--- src/rtl/dbgm_pkg.sv ---
package dbgm_pkg;
  localparam int ADDR_W = 7;
  localparam logic [ADDR_W-1:0] A_CTRL = 7'h10;
  localparam logic [ADDR_W-1:0] A_STAT = 7'h11;
  localparam logic [ADDR_W-1:0] A_KEY  = 7'h30;

  // control field positions
  localparam int C_ACTIVE = 0;
  localparam int C_SYSRST = 1;
  localparam int C_HARTRST = 2;
  localparam int C_ACKRST = 3;
  localparam int C_SEL = 16;
  localparam int C_RESUME = 30;
  localparam int C_HALT = 31;

  // status field positions
  localparam int S_AUTH = 4;
  localparam int S_IMPEB = 5;
  localparam int S_HALT = 8;
  localparam int S_RUN = 10;
  localparam int S_NONEX = 12;
  localparam int S_RACK = 14;
  localparam int S_HRST = 16;
  localparam logic [3:0] STAT_VERSION = 4'd2;

  typedef struct packed {
    logic exists;
    logic halted;
    logic resume_ack;
    logic have_reset;
    logic halt_req;
  } hart_view_t;

  function automatic logic [31:0] lfsr_step(input logic [31:0] s);
    return {1'b0, s[31:1]} ^ (s[0] ? 32'h8020_0003 : 32'h0);
  endfunction

  function automatic logic [31:0] status_word(input hart_view_t v, input logic auth);
    logic [31:0] w;
    logic hal, run, nex, rck, hrs;
    hal = v.exists & v.halted;
    run = v.exists & ~v.halted;
    nex = ~v.exists;
    rck = v.exists & v.resume_ack;
    hrs = v.exists & v.have_reset;
    w = '0;
    w[3:0] = STAT_VERSION;
    w[S_AUTH] = auth;
    w[S_IMPEB] = 1'b1;
    w[S_HALT +: 2] = {2{hal}};
    w[S_RUN +: 2] = {2{run}};
    w[S_NONEX +: 2] = {2{nex}};
    w[S_RACK +: 2] = {2{rck}};
    w[S_HRST +: 2] = {2{hrs}};
    return w;
  endfunction
endpackage

--- src/rtl/dbgm_lfsr.sv ---
module dbgm_lfsr #(
  parameter logic [31:0] SEED = 32'h1D2C_3B4A
) (
  input  logic        clk,
  input  logic        rst_n,
  output logic [31:0] state_o
);
  import dbgm_pkg::*;
  logic [31:0] st_q;
  always_ff @(posedge clk or negedge rst_n) begin
    if (!rst_n) st_q <= SEED;
    else        st_q <= lfsr_step(st_q);
  end
  assign state_o = st_q;
endmodule

--- src/rtl/dbgm_hart_track.sv ---
module dbgm_hart_track (
  input  logic clk,
  input  logic rst_n,
  input  logic clr_i,
  input  logic load_i,
  input  logic halt_val_i,
  input  logic resume_i,
  input  logic ack_i,
  input  logic halted_evt_i,
  input  logic resuming_evt_i,
  input  logic reset_evt_i,
  output logic halt_req_o,
  output logic resume_pend_o,
  output logic halted_o,
  output logic resume_ack_o,
  output logic have_reset_o
);
  logic hreq_q, rpend_q, halted_q, rack_q, hrst_q;

  always_ff @(posedge clk or negedge rst_n) begin
    if (!rst_n) begin
      hreq_q <= 1'b0;
      rpend_q <= 1'b0;
      halted_q <= 1'b0;
      rack_q <= 1'b0;
      hrst_q <= 1'b0;
    end else begin
      if (clr_i) begin
        hreq_q <= 1'b0;
        rpend_q <= 1'b0;
      end
      if (load_i) hreq_q <= halt_val_i;
      if (halted_evt_i) halted_q <= 1'b1;
      if (resuming_evt_i) begin
        halted_q <= 1'b0;
        rpend_q <= 1'b0;
        rack_q <= 1'b1;
      end
      if (load_i && ack_i) hrst_q <= 1'b0;
      if (reset_evt_i) begin
        hrst_q <= 1'b1;
        halted_q <= 1'b0;
      end
      if (load_i && resume_i) begin
        rpend_q <= 1'b1;
        rack_q <= 1'b0;
      end
    end
  end

  assign halt_req_o = hreq_q;
  assign resume_pend_o = rpend_q;
  assign halted_o = halted_q;
  assign resume_ack_o = rack_q;
  assign have_reset_o = hrst_q;
endmodule

--- src/rtl/dbgm_sel_view.sv ---
module dbgm_sel_view
  import dbgm_pkg::*;
#(
  parameter int N_HARTS = 4,
  parameter int SEL_W = 4
) (
  input  logic [SEL_W-1:0]   sel_i,
  input  logic [N_HARTS-1:0] halted_v,
  input  logic [N_HARTS-1:0] rack_v,
  input  logic [N_HARTS-1:0] hrst_v,
  input  logic [N_HARTS-1:0] hreq_v,
  output hart_view_t         view_o
);
  always_comb begin
    view_o = '0;
    for (int i = 0; i < N_HARTS; i++) begin
      if (sel_i == SEL_W'(i)) begin
        view_o.exists = 1'b1;
        view_o.halted = halted_v[i];
        view_o.resume_ack = rack_v[i];
        view_o.have_reset = hrst_v[i];
        view_o.halt_req = hreq_v[i];
      end
    end
  end
endmodule

--- src/rtl/dbgm_ctrl.sv ---
module dbgm_ctrl
  import dbgm_pkg::*;
#(
  parameter int          N_HARTS = 4,
  parameter int          SEL_W = 4,
  parameter bit          REQ_AUTH = 1'b1,
  parameter logic [31:0] SECRET = 32'h3C5A_96E1,
  parameter logic [31:0] SEED = 32'h1D2C_3B4A
) (
  input  logic               clk,
  input  logic               rst_n,
  input  logic               reg_we,
  input  logic [6:0]         reg_addr,
  input  logic [31:0]        reg_wdata,
  output logic [31:0]        reg_rdata,
  output logic               fwd_we,
  output logic [N_HARTS-1:0] halt_req_o,
  output logic [N_HARTS-1:0] resume_req_o,
  output logic [N_HARTS-1:0] hart_rst_o,
  input  logic [N_HARTS-1:0] halted_i,
  input  logic [N_HARTS-1:0] resuming_i,
  input  logic [N_HARTS-1:0] reset_evt_i
);
  localparam logic AUTH_INIT = ~REQ_AUTH;

  logic              active_q, srst_q, hrst_q, resume_q, auth_q;
  logic [SEL_W-1:0]  sel_q;
  logic [31:0]       chal_q, lfsr_v;
  logic [N_HARTS-1:0] pulse_q;
  logic [N_HARTS-1:0] halted_v, rack_v, hrstf_v, hreq_v;
  hart_view_t        view;

  // named write events
  logic ctl_wr, key_wr, raise, auth_now, ctl_load, key_ok, key_fail;
  logic [SEL_W-1:0] sel_new;

  assign ctl_wr   = reg_we && (reg_addr == A_CTRL);
  assign key_wr   = reg_we && (reg_addr == A_KEY);
  assign raise    = ctl_wr && !active_q && reg_wdata[C_ACTIVE];
  assign auth_now = raise ? AUTH_INIT : auth_q;
  assign ctl_load = ctl_wr && auth_now && reg_wdata[C_ACTIVE];
  assign sel_new  = reg_wdata[C_SEL +: SEL_W];
  assign key_ok   = key_wr && REQ_AUTH && (reg_wdata == chal_q + SECRET);
  assign key_fail = key_wr && REQ_AUTH && (reg_wdata != chal_q + SECRET);

  dbgm_lfsr #(.SEED(SEED)) u_lfsr (
    .clk(clk), .rst_n(rst_n), .state_o(lfsr_v)
  );

  genvar g;
  generate
    for (g = 0; g < N_HARTS; g++) begin : g_hart
      logic hit;
      assign hit = ctl_load && (sel_new == SEL_W'(g));
      dbgm_hart_track u_trk (
        .clk(clk), .rst_n(rst_n),
        .clr_i(raise),
        .load_i(hit),
        .halt_val_i(reg_wdata[C_HALT]),
        .resume_i(reg_wdata[C_RESUME]),
        .ack_i(reg_wdata[C_ACKRST]),
        .halted_evt_i(halted_i[g]),
        .resuming_evt_i(resuming_i[g]),
        .reset_evt_i(reset_evt_i[g]),
        .halt_req_o(hreq_v[g]),
        .resume_pend_o(resume_req_o[g]),
        .halted_o(halted_v[g]),
        .resume_ack_o(rack_v[g]),
        .have_reset_o(hrstf_v[g])
      );
      always_ff @(posedge clk or negedge rst_n) begin
        if (!rst_n) pulse_q[g] <= 1'b0;
        else pulse_q[g] <= ctl_load &&
                           (reg_wdata[C_SYSRST] || (reg_wdata[C_HARTRST] && sel_new == SEL_W'(g)));
      end
    end
  endgenerate

  always_ff @(posedge clk or negedge rst_n) begin
    if (!rst_n) begin
      active_q <= 1'b0;
      srst_q <= 1'b0;
      hrst_q <= 1'b0;
      resume_q <= 1'b0;
      sel_q <= '0;
      auth_q <= AUTH_INIT;
      chal_q <= SEED;
    end else begin
      if (raise) begin
        srst_q <= 1'b0;
        hrst_q <= 1'b0;
        resume_q <= 1'b0;
        sel_q <= '0;
        auth_q <= AUTH_INIT;
        chal_q <= lfsr_v;
      end
      if (ctl_wr) active_q <= reg_wdata[C_ACTIVE];
      if (ctl_load) begin
        srst_q <= reg_wdata[C_SYSRST];
        hrst_q <= reg_wdata[C_HARTRST];
        resume_q <= reg_wdata[C_RESUME];
        sel_q <= sel_new;
      end
      if (key_ok) auth_q <= 1'b1;
      if (key_fail) begin
        auth_q <= 1'b0;
        chal_q <= lfsr_v;
      end
    end
  end

  dbgm_sel_view #(.N_HARTS(N_HARTS), .SEL_W(SEL_W)) u_view (
    .sel_i(sel_q), .halted_v(halted_v), .rack_v(rack_v),
    .hrst_v(hrstf_v), .hreq_v(hreq_v), .view_o(view)
  );

  always_comb begin
    reg_rdata = '0;
    case (reg_addr)
      A_CTRL: begin
        reg_rdata[C_ACTIVE] = active_q;
        reg_rdata[C_SYSRST] = srst_q;
        reg_rdata[C_HARTRST] = hrst_q;
        reg_rdata[C_SEL +: SEL_W] = sel_q;
        reg_rdata[C_RESUME] = resume_q;
        reg_rdata[C_HALT] = view.halt_req;
      end
      A_STAT: reg_rdata = status_word(view, auth_q);
      A_KEY:  reg_rdata = chal_q;
      default: reg_rdata = '0;
    endcase
  end

  assign fwd_we = reg_we && auth_q &&
                  (reg_addr != A_CTRL) && (reg_addr != A_STAT) && (reg_addr != A_KEY);
  assign halt_req_o = hreq_v;
  assign hart_rst_o = pulse_q;
endmodule

--- config.mk ---
export PLATFORM = sky130hd
export DESIGN_NAME = dbgm_ctrl
export DESIGN_NICKNAME = d
export VERILOG_FILES = /design/src/rtl/dbgm_pkg.sv /design/src/rtl/dbgm_lfsr.sv /design/src/rtl/dbgm_hart_track.sv /design/src/rtl/dbgm_sel_view.sv /design/src/rtl/dbgm_ctrl.sv
export SDC_FILE = /design/constraint.sdc
export NUM_CORES = 1
export LEC_CHECK = 0
export ABC_CLOCK_PERIOD_IN_PS = 3890
export BUFFER_PORTS_ARGS = -buffer_cell sky130_fd_sc_hd__buf_2
export CAP_MARGIN = 20
export CORE_UTILIZATION = 57
export DETAILED_ROUTE_END_ITERATION = 10
export PLACE_DENSITY = 0.81
export SLEW_MARGIN = 20
export SYNTH_ARGS = -nofsm -noshare
export SYNTH_HDL_FRONTEND = slang
export SYNTH_SLANG_ARGS = --single-unit
--- constraint.sdc ---
create_clock -name clk -period 3.89 [get_ports clk]
set_input_delay 0.389 -clock clk [delete_from_list [all_inputs] [get_ports clk]]
set_output_delay 0.389 -clock clk [all_outputs]
set_load 0.05 [all_outputs]
==> flow_metrics.py <==
metrics = {
    "synthesis": {
        "ys_types": 68,
        "syn_inst": 580,
        "synthTopCellsByCount": "67 x dfrtp_1, 56 x nand2_1, 51 x nor2_1",
        "synth_compound_area_share_pct": 15.1,
        "seq_area_frac_synth_pct": 43.6,
        "synth_edf_count": 0,
        "ys_ff_latch": 97,
        "yosys.cell_count.top_type": "dfrtp_1",
        "synthTopCellsByArea": "dfrtp_1 30%, dfstp_2 14%, mux2_2 5.4%",
        "synth.yosys.warnings": 0,
        "yosysTopAreaCell": "dfrtp_1",
        "synth_nets": 635,
        "synth_top_family_by_area": "simple AND/OR/NAND/NOR gates",
        "synthAdderAreaFrac_pct": 0.221,
        "async_flop_share_pct": 100,
        "yosys-mux-area-fraction_pct": 9.91,
        "postSynthAreaPerCell_um2": 9.75,
        "synth-simple-area-share_pct": 20.9,
        "synth_top_area_share_pct": 29.7,
        "ys.flop_type": "dfrtp_1",
        "synth_xor_area_share_pct": 6.20,
        "syn-cell-area_um2": 5650,
    },
    "worst_hold_path": {
        "hp-class": "in2async",
    },
    "floorplanning": {
        "core_um2": 9420,
        "start_util_pct": 60.1,
        "die-width_um": 102,
        "rows": 35,
        "dieHeight_um": 102,
        "die_area_um2": 10300,
        "io_pins": 99,
    },
    "global_routing": {
        "grt_pass1_vias": 4624,
        "track_usage_pct": 31.7,
        "overflow": 0,
        "antenna_found_initial": 1,
        "grt_pass1_wl_um": 24100,
        "grt_start_max_net_pins": 82,
    },
    "pwr": {
        "p_sw_mw": 0.441,
        "p_int_mw": 1.45,
        "p_comb_share_pct": 7.6,
        "p_leak_nw": 3.06,
        "swShare_pct": 23.3,
        "power_density_nw_per_um2": 296,
        "ir_drop_uv": 243,
        "power_frac_seq_pct": 53.6,
        "clkPwrFrac_pct": 38.8,
        "power_mw": 1.89,
    },
    "sta": {
        "finalSetupTns_ps": 0,
        "rsz0062_at_grt": "false",
        "maxSlewHeadroom_pct": 35.6,
        "clock-skew-final_ps": 9.44,
        "setup_violations": 0,
        "hold_ws_ps": 176,
        "maxSlewViolCount": 0,
        "hold_viol_final": 0,
        "fmax_mhz": 274,
        "worst_pin_slew_ps": 966,
        "period_share_pct": 94.0,
        "fin_crit_ps": 3660,
    },
    "worst_setup_path": {
        "reg2regPathDepth": 10,
        "r2r-start": "chal_q[7]",
        "critPathCaptureType": "flop",
        "rrSetupSlack_ps": 230,
        "critical_path_class": "reg2reg",
        "worstPathRequired_ps": 4140,
        "cp_max_fo": 32,
        "cp.arrival_ps": 3900,
        "start_kind": "flop",
        "r2r_end": "chal_q[17]",
    },
    "clock_tree": {
        "holdBufCountCts": 0,
        "ctsLongestPathBuffers": 2,
        "worstSkewPairLatency_ps": 370,
        "cts.sinks": 97,
        "post_cts_buffers": 0,
        "htree_num_levels": 3,
        "cts_tree": "yes",
        "root_buffer": "clkbuf_8",
        "cts_resized": 0,
        "clkSlewWorstSetupHoldPaths_ps": 90,
        "numCtsBuffers": 9,
    },
    "placement": {
        "globalplace.congestion": 0.971,
        "placed_cells": 774,
        "numPortBuffers": 98,
        "dp_hpwl_um": 11800,
    },
    "final_layout": {
        "synthToLayoutAreaGrowth_pct": 13.2,
        "diodes": 0,
        "fin_cells": 790,
        "final_layout_size_suffix_gt1_share_pct": 29.3,
        "fin_nets": 711,
        "fillers": 726,
    },
    "detailed_routing": {
        "viasPerCell": 6.22,
        "detailroute.via_count": 4915,
        "detail_route.first_pass.iterations": 6,
        "finalWirelength_um": 15500,
        "ant_nets": 0,
        "drt-wirelength-per-cell_um": 19.6,
        "first_iter_violations": 408,
        "drc_errors": 0,
    },
    "status": {
        "status": "complete, no violations",
    },
    "run": {
        "drv_cap": 0,
    },
}
[placed cells by master (no fill, tap or decap), types with 5 or more instances in the layout]
cell type / Yosys / routed
buf_2: 0 / 97
dfrtp_1: 67 / 67
nand2_1: 56 / 56
nor2_1: 51 / 51
dfstp_2: 30 / 30
mux2_2: 27 / 27
xnor2_1: 22 / 22
o21ai_0: 21 / 21
nor3_1: 20 / 20
and3_1: 20 / 20
a21oi_1: 19 / 19
xor2_1: 18 / 18
a21o_1: 13 / 13
mux2i_1: 11 / 11
nor4_1: 11 / 11
nor2b_1: 11 / 11
clkbuf_8: 0 / 10
a22o_1: 8 / 8
nand3_1: 8 / 8
buf_4: 8 / 8
or2_2: 7 / 7
nand4_1: 7 / 7
a31oi_1: 7 / 7
a211oi_1: 7 / 7
nor3b_1: 6 / 6
inv_1: 6 / 6
o21a_1: 5 / 5
mux2_1: 5 / 5
[stage by stage]
stage / area [um2] / utilization (%) / worst slack, ps
2_1_floorplan: 5650 / - / 593
3_3_place_gp: 6170 / 65.6 / 411
3_5_place_dp: 6170 / 65.6 / 276
4_1_cts: 6400 / 68.0 / 262
5_1_grt: 6400 / 68.0 / 59.2
6_report: 6400 / 68.0 / 235
[worst max path at each step]
| stage | to | depth (start not counted) | start | slack, ps |
|---|---|---|---|---|
| 2_1_floorplan | chal_q[10] | 11 | chal_q[7] | 590 |
| 3_3_place_gp | chal_q[20] | 10 | chal_q[7] | 410 |
| 3_5_place_dp | chal_q[5] | 10 | chal_q[7] | 280 |
| 4_1_cts | chal_q[5] | 10 | chal_q[7] | 260 |
| 5_1_grt | chal_q[20] | 10 | chal_q[5] | 60 |
| 6_report | chal_q[17] | 10 | chal_q[7] | 230 |
[cell families (layout without fill, tap and decap cells)]
family | Yosys count | after routing
and+or+nand+nor | 228 | 228
muxes | 47 | 47
xor gates and xnor gates | 40 | 40
buffers and inverters | 47 | 128
adders and majority gates | 1 | 1
DFF | 97 | 97
AOI/OAI and AO/OA | 120 | 120
[state kept, by name (all words and copies together), names as in the netlist, 4 cells and up]
signal / cells
g_hart.u_trk.resume_pend_o: 4
g_hart.u_trk.halt_req_o: 4
hart_rst_o: 4
chal_q: 32
g_hart.u_trk.resume_ack_o: 4
sel_q: 4
g_hart.u_trk.have_reset_o: 4
g_hart.u_trk.halted_o: 4
u_lfsr.state_o: 32
[routing by layer]
layer	track usage [%]	vias to the layer above	share of wire, %
met5	0	-	0
met4	9.70	0	2.3
met3	6.35	23	8.7
met2	50.9	257	46
met1	43.5	2379	43
li1	-	2256	-
[final cells by class]
cell class	instances	area [um2]	share of cell area, %
multi-input combinational	436	2960	46.2
clock inverter	5	86.3	1.35
inverter	6	22.5	0.352
timing repair buffer	106	566	8.83
tap	129	161	2.52
sequential	97	2460	38.5
clock buffer	11	141	2.21
[critical path, stage by stage (launching register included)]
cell	delay, ps
dfrtp_1	440
or3_1	520
a221o_1	490
or3_4	420
mux2i_1	200
nand3_1	110
nor4_1	350
nand4_1	200
o21ai_4	200
buf_12	220
mux2_2	360
[power groups by stage]
stage          logic [mW]  registers, mW  clock network, mW
2_1_floorplan      0.0660           1.03                  0
3_3_place_gp        0.139           1.03                  0
3_5_place_dp        0.142           1.03                  0
4_1_cts             0.143           1.01              0.742
5_1_grt             0.158           1.01              0.783
6_report            0.144           1.01              0.734
Power figures use the tool's default switching activity.
